[src/rtl/gfx_pkg.sv]
package gfx_pkg;
  typedef enum logic [1:0] {OP_PLOT = 2'd0, OP_READ = 2'd1, OP_FILL = 2'd2, OP_CHAR = 2'd3} op_e;
  typedef enum logic [1:0] {ST_IDLE, ST_RUN, ST_RD1, ST_RD2} st_e;
  localparam logic [3:0] RA_OP  = 4'd0;
  localparam logic [3:0] RA_FG  = 4'd1;
  localparam logic [3:0] RA_BG  = 4'd2;
  localparam logic [3:0] RA_WID = 4'd3;
  localparam logic [3:0] RA_HGT = 4'd4;
  localparam logic [3:0] RA_X   = 4'd5;
  localparam logic [3:0] RA_Y   = 4'd6;
  localparam int GLYPH_DIM = 8;
endpackage

[src/rtl/gfx_regs.sv]
module gfx_regs
  import gfx_pkg::*;
#(
  parameter int CW   = 18,
  parameter int CRDW = 11
) (
  input  logic                          clk,
  input  logic                          rst_n,
  input  logic                          wr_en,
  input  logic [3:0]                    wr_addr,
  input  logic [CW-1:0]                 wr_data,
  output op_e                           op,
  output logic [CW-1:0]                 fg,
  output logic [CW-1:0]                 bg,
  output logic [CRDW-1:0]               wid,
  output logic [CRDW-1:0]               hgt,
  output logic [CRDW-1:0]               px,
  output logic [CRDW-1:0]               py,
  output logic [GLYPH_DIM*GLYPH_DIM-1:0] glyph,
  output logic                          launch
);
  assign launch = wr_en && (wr_addr == RA_Y);

  always_ff @(posedge clk) begin
    if (!rst_n) begin
      op    <= OP_PLOT;
      fg    <= '0;
      bg    <= '0;
      wid   <= '0;
      hgt   <= '0;
      px    <= '0;
      py    <= '0;
      glyph <= '0;
    end else if (wr_en) begin
      case (wr_addr)
        RA_OP:   op  <= op_e'(wr_data[1:0]);
        RA_FG:   fg  <= wr_data;
        RA_BG:   bg  <= wr_data;
        RA_WID:  wid <= wr_data[CRDW-1:0];
        RA_HGT:  hgt <= wr_data[CRDW-1:0];
        RA_X:    px  <= wr_data[CRDW-1:0];
        RA_Y:    py  <= wr_data[CRDW-1:0];
        default: if (wr_addr[3]) glyph[wr_addr[2:0]*GLYPH_DIM +: GLYPH_DIM] <= wr_data[GLYPH_DIM-1:0];
      endcase
    end
  end
endmodule

[src/rtl/gfx_walk.sv]
module gfx_walk
  import gfx_pkg::*;
#(
  parameter int CRDW = 11
) (
  input  logic            clk,
  input  logic            rst_n,
  input  logic            launch,
  input  op_e             op,
  input  logic [CRDW-1:0] wid,
  input  logic [CRDW-1:0] hgt,
  output logic            busy,
  output logic            run,
  output logic            capture,
  output logic            empty,
  output logic [CRDW-1:0] cx,
  output logic [CRDW-1:0] cy
);
  st_e             st;
  logic [CRDW-1:0] lim_w, lim_h;
  logic            last;

  assign lim_w   = (op == OP_CHAR) ? CRDW'(GLYPH_DIM) : wid;
  assign lim_h   = (op == OP_CHAR) ? CRDW'(GLYPH_DIM) : hgt;
  assign empty   = (op == OP_FILL) && (wid == '0 || hgt == '0);
  assign last    = (op == OP_PLOT) || empty || (cx == lim_w - 1'b1 && cy == lim_h - 1'b1);
  assign busy    = (st != ST_IDLE);
  assign run     = (st == ST_RUN);
  assign capture = (st == ST_RD2);

  always_ff @(posedge clk) begin
    if (!rst_n) begin
      st <= ST_IDLE;
      cx <= '0;
      cy <= '0;
    end else begin
      case (st)
        ST_IDLE: if (launch) begin
          st <= ST_RUN;
          cx <= '0;
          cy <= '0;
        end
        ST_RUN: begin
          if (op == OP_READ)            st <= ST_RD1;
          else if (last)                st <= ST_IDLE;
          else if (cx == lim_w - 1'b1) begin
            cx <= '0;
            cy <= cy + 1'b1;
          end else                      cx <= cx + 1'b1;
        end
        ST_RD1:  st <= ST_RD2;
        default: st <= ST_IDLE;
      endcase
    end
  end

  p_launch_waits_r2: assert property (@(posedge clk) disable iff (!rst_n)
    (launch && !busy) |=> busy);
  p_plot_single_r4: assert property (@(posedge clk) disable iff (!rst_n)
    (launch && !busy && op == OP_PLOT) |=> busy ##1 !busy);
  p_read_three_r5: assert property (@(posedge clk) disable iff (!rst_n)
    (launch && !busy && op == OP_READ) |=> busy ##1 busy ##1 busy ##1 !busy);
endmodule

[src/rtl/gfx_addr.sv]
module gfx_addr #(
  parameter int HRES = 1920,
  parameter int VRES = 1080,
  parameter int CRDW = 11,
  parameter int AW   = 21
) (
  input  logic [CRDW:0]   x,
  input  logic [CRDW:0]   y,
  output logic            inb,
  output logic [AW-1:0]   addr
);
  assign inb = (x < (CRDW+1)'(HRES)) && (y < (CRDW+1)'(VRES));

  generate
    if (HRES == 1920) begin : g_shift
      assign addr = (AW'(y) << 11) - (AW'(y) << 7) + AW'(x);
    end else begin : g_mul
      assign addr = AW'(y) * AW'(HRES) + AW'(x);
    end
  endgenerate
endmodule

[src/rtl/pixel_gfx_engine.sv]
module pixel_gfx_engine
  import gfx_pkg::*;
#(
  parameter int HRES = 1920,
  parameter int VRES = 1080,
  parameter int CW   = 18,
  parameter int AW   = 21,
  parameter int CRDW = 11
) (
  input  logic          clk,
  input  logic          rst_n,
  input  logic          host_we,
  input  logic [3:0]    host_addr,
  input  logic [CW-1:0] host_wdata,
  output logic          host_wait,
  output logic [CW-1:0] rd_color,
  output logic          mem_en,
  output logic          mem_we,
  output logic [AW-1:0] mem_addr,
  output logic [CW-1:0] mem_wdata,
  input  logic [CW-1:0] mem_rdata
);
  localparam int NPIX = HRES * VRES;

  op_e                            op;
  logic [CW-1:0]                  fg, bg;
  logic [CRDW-1:0]                wid, hgt, px, py, cx, cy;
  logic [GLYPH_DIM*GLYPH_DIM-1:0] glyph;
  logic                           launch, busy, run, capture, empty, inb, rd_ok;
  logic [CRDW:0]                  sx, sy;
  logic [5:0]                     gidx;

  gfx_regs #(.CW(CW), .CRDW(CRDW)) u_regs (
    .clk(clk), .rst_n(rst_n), .wr_en(host_we && !busy), .wr_addr(host_addr),
    .wr_data(host_wdata), .op(op), .fg(fg), .bg(bg), .wid(wid), .hgt(hgt),
    .px(px), .py(py), .glyph(glyph), .launch(launch)
  );

  gfx_walk #(.CRDW(CRDW)) u_walk (
    .clk(clk), .rst_n(rst_n), .launch(launch), .op(op), .wid(wid), .hgt(hgt),
    .busy(busy), .run(run), .capture(capture), .empty(empty), .cx(cx), .cy(cy)
  );

  assign sx = (CRDW+1)'(px) + (CRDW+1)'(cx);
  assign sy = (CRDW+1)'(py) + (CRDW+1)'(cy);

  gfx_addr #(.HRES(HRES), .VRES(VRES), .CRDW(CRDW), .AW(AW)) u_addr (
    .x(sx), .y(sy), .inb(inb), .addr(mem_addr)
  );

  assign gidx      = {cy[2:0], ~cx[2:0]};
  assign mem_wdata = (op == OP_CHAR) ? (glyph[gidx] ? fg : bg) : fg;
  assign mem_en    = run && inb && !empty;
  assign mem_we    = (op != OP_READ);
  assign host_wait = busy;

  always_ff @(posedge clk) begin
    if (!rst_n) begin
      rd_ok    <= 1'b0;
      rd_color <= '0;
    end else begin
      if (run && op == OP_READ) rd_ok <= inb;
      if (capture) rd_color <= rd_ok ? mem_rdata : '0;
    end
  end

  p_mem_quiet_r9: assert property (@(posedge clk) disable iff (!rst_n)
    !host_wait |-> !mem_en);
  p_addr_bound_r8: assert property (@(posedge clk) disable iff (!rst_n)
    mem_en |-> (mem_addr < AW'(NPIX)));
  p_result_hold_r5: assert property (@(posedge clk) disable iff (!rst_n)
    (!host_wait && $past(!host_wait)) |-> $stable(rd_color));
  p_busy_writes_dropped_r2: assert property (@(posedge clk) disable iff (!rst_n)
    (host_wait && host_we) |=> ($stable(px) && $stable(py) && $stable(op)));
endmodule

[config.mk]
export PLATFORM = sky130hd
export DESIGN_NAME = pixel_gfx_engine
export DESIGN_NICKNAME = d
export VERILOG_FILES = /design/src/rtl/gfx_pkg.sv /design/src/rtl/gfx_regs.sv /design/src/rtl/gfx_walk.sv /design/src/rtl/gfx_addr.sv /design/src/rtl/pixel_gfx_engine.sv
export SDC_FILE = /design/constraint.sdc
export NUM_CORES = 1
export LEC_CHECK = 0
export ABC_AREA = 1
export CAP_MARGIN = 10
export CORE_ASPECT_RATIO = 0.6
export CORE_MARGIN = 10
export CORE_UTILIZATION = 50
export CTS_BUF_LIST = sky130_fd_sc_hd__clkbuf_8
export CTS_CLUSTER_DIAMETER = 200
export DETAILED_ROUTE_END_ITERATION = 12
export PLACE_DENSITY = 0.77
export SLEW_MARGIN = 20
export SYNTH_ARGS = -nofsm -noshare
export SYNTH_HDL_FRONTEND = slang
export SYNTH_SLANG_ARGS = --single-unit
[constraint.sdc]
create_clock -name clk -period 6.2 [get_ports clk]
set_clock_uncertainty 0.2 [all_clocks]
set_input_delay 0.93 -clock clk [delete_from_list [all_inputs] [get_ports clk]]
set_output_delay 0.93 -clock clk [all_outputs]
set_load 0.005 [all_outputs]
==> results.yml <==
drt:
  viasPerCell: 5.73
  wl_per_cell_um: 17.1
  finalWirelength_um: 34100
  num_vias: 11400
  antenna_left: 0
  drt_iter0_drc: 1344
  drc: 0
  dr.pass1.iters: 6
cells_and_area:
  layout-drive-gt1-share: 0.0421
  final_area_mm2: 0.0128
  mostFrequentLayoutCells: "nand2_1 (269), o21ai_0 (221), a21oi_1 (194)"
  syn2layout_area_growth_pct: 14.4
  nFillCells: 2102
  fin_nets: 1805
  antennaDiodeCount: 0
  final_common_cell: "nand2_1"
global_routing:
  grt_max_degree: 91
  antenna_found_initial: 0
  met3_usage: 0.0476
  grt_pass1_wl_um: 54500
  overflow: 0
  met2_usage: 0.321
  grt.total_usage: 0.232
  grt_pass1_vias: 10300
  grt.busiest_layer: "met1"
  grt.met1_usage: 0.353
cts:
  cts-root-buf: "clkbuf_8"
  htree_levels: 4
  insertion_delay_ns: 0.50
  max-clock-path-buffers: 2
  cts_sinks: 189
  cts_tree: "built"
  path_clk_slew_ns: 0.11
  cts_made_buffers: 17
pwr:
  cellInternalPower_mw: 1.81
  pwr-share-seq: 0.482
  irDropWorstVdd_uv: 144
  power_mw: 2.59
  power_frac_clock: 0.342
  swShare: 0.302
  pwr-share-comb: 0.176
  p_leak_nw: 5.42
  powerDensity_mw_per_mm2: 202
  p_switching_mw: 0.781
synthesis:
  synth_edf_count: 0
  synth_area_per_cell_um2: 6.85
  synthArstFlopShare: 0
  synth-seq-area-share: 0.338
  yosys_warnings: 0
  synth.area.top_cells: "dfxtp_1 (34%), o21ai_0 (9.9%), nand2_1 (9.0%)"
  syn-cell-area_mm2: 0.0112
  syn-instance-count: 1634
  ys.flop_type: "dfxtp_1"
  syn-num-nets: 1742
  yosys.cell_types.count: 44
  synth-seq-cells: 189
  synth_top_area_frac: 0.338
  synth_top_area_cell: "dfxtp_1"
timing:
  finalHoldViolCount: 0
  setup_viol_count_final: 0
  setup-tns-final_ns: 0
  period_minus_slack_ns: 5.85
  grt_setup_unrepaired: "no"
  slew_headroom: 0.351
  maxSlewViolCount: 0
  fin_ws_ns: 0.354
  fmax_mhz: 171
  worst_slew_pin_slew_ns: 0.970
  period_share: 0.943
placement:
  place_ws_ns: 0.843
  place.gp.congestion: 0.990
  numPortBuffers: 102
  place_area_mm2: 0.0124
  place_hpwl_um: 24800
floorplanning:
  die_width_um: 213
  num_rows: 42
  die_h_um: 136
  core_region_area_mm2: 0.0220
  io_pins: 103
  dieArea_mm2: 0.0290
  start_util: 0.508
worst_setup_path:
  crit_type: "flop to output pin"
  critPathMaxFanout: 7
  setup.worst_path.start_class: "flop"
  required_ns: 5.07
  endpoint_kind: "output pin"
  arrival_ns: 4.72
job:
  cap_violations: 0
min_path:
  holdCritPathClass: "flop to flop"
run_status:
  status: "finished, final reports clean"
[power by group through the flow]
stage	registers, mW	clock network, mW	logic, mW
2_1_floorplan	1.27	0	0.247
3_3_place_gp	1.27	0	0.440
3_5_place_dp	1.27	0	0.446
4_1_cts	1.25	0.893	0.449
5_1_grt	1.25	0.940	0.497
6_report	1.25	0.885	0.456
[flip-flops by register name, summed over array words and instances, names as in the netlist]
| register | flops |
|---|---|
| rd_color | 18 |
| rd_ok | 1 |
| u_regs.bg | 18 |
| u_regs.fg | 18 |
| u_regs.glyph | 64 |
| u_regs.hgt | 11 |
| u_regs.op | 2 |
| u_regs.px | 11 |
| u_regs.py | 11 |
| u_regs.wid | 11 |
| u_walk.cx | 11 |
| u_walk.cy | 11 |
| u_walk.st | 2 |
[critical path, stage by stage, from the launching register on]
cell and delay [ns]:
dfxtp_1 0.43, ha_1 0.40, nand2_1 0.10, nor3_1 0.18, nor2_1 0.10, o21ai_0 0.32
nand3_1 0.12, nand2_1 0.09, xor2_1 0.25, ha_1 0.29, ha_1 0.35, nand2_1 0.13
nor4_1 0.33, nand3_1 0.13, nand3_1 0.19, nand2_1 0.09, nand2_1 0.08, xnor2_1 0.11
clkdlybuf4s50_1 0.53
[cell usage after synthesis (2+ instances only)]
master / n
a211oi_1: 4
nand3_2: 2
xor2_1: 40
nand4_1: 9
o21ai_1: 4
nand2_1: 269
a21o_1: 5
nand2_2: 6
nor3_1: 39
nand2_4: 3
dfxtp_1: 189
buf_6: 3
xnor2_1: 17
o21ai_0: 221
o21bai_1: 5
buf_4: 2
nor2_1: 164
buf_2: 5
nor4_1: 14
fa_1: 3
o211ai_1: 3
o22ai_1: 12
nor2_2: 4
clkbuf_1: 60
nand3b_1: 2
nor3b_1: 2
inv_1: 159
nand3_1: 101
nor2_4: 2
o211a_1: 7
a31oi_1: 7
a21oi_1: 194
clkinv_1: 5
ha_1: 62
[logic make-up (layout without fill, tap and decap cells)]
| kind of cell | count (synthesis) | count (layout) | synth area share |
|---|---|---|---|
| AND/OR/NAND/NOR | 618 | 618 | 0.238 |
| AO/OA/AOI/OAI | 468 | 468 | 0.221 |
| buffers and inverters | 236 | 312 | 0.0824 |
| flip-flops | 189 | 189 | 0.338 |
| adder cells (fa/ha/maj) | 65 | 65 | 0.0747 |
| XOR/XNOR | 58 | 58 | 0.0466 |
[repair_timing]
action	in CTS	in global routing
buffers inserted	0	0
setup endpoints to repair	0	2
hold buffers	0	0
gates resized for setup	0	2
[per-layer routing]
metal,vias to the layer above,routed length (um)
met4,0,438
met5,-,0
met2,542,13100
met3,40,3370
met1,5231,17200
li1,5618,-
[per-stage QoR]
step,utilization,hold WS [ns],cells
floorplan,-,0.225,1634
global placement,0.563,0.234,1964
detailed placement,0.563,0.242,1964
CTS,0.581,0.255,1996
global route,0.582,0.284,1996
finish,0.582,0.254,1996
[path summary, 6_finish.rpt]
path                  from            end  slack (ns)  depth (start not counted)
max           u_walk.cy[2]   mem_addr[20]        0.35                         18
min reg2reg  u_regs.bg[10]  u_regs.bg[10]        0.25                          2
max reg2reg   u_regs.op[0]   u_walk.cx[3]        2.35                         16
min          u_regs.bg[10]  u_regs.bg[10]        0.25                          2
[area by class of cell]
type,count,area [um2],area share
multi-input cells,1209,6510,0.508
flip-flops and latches,189,3790,0.296
repair buffers,115,1120,0.0872
inverters,165,619,0.0484
well taps,286,358,0.0279
clock buffers,17,234,0.0183
clock inverters,15,183,0.0143
Power figures use the tool's default switching activity.
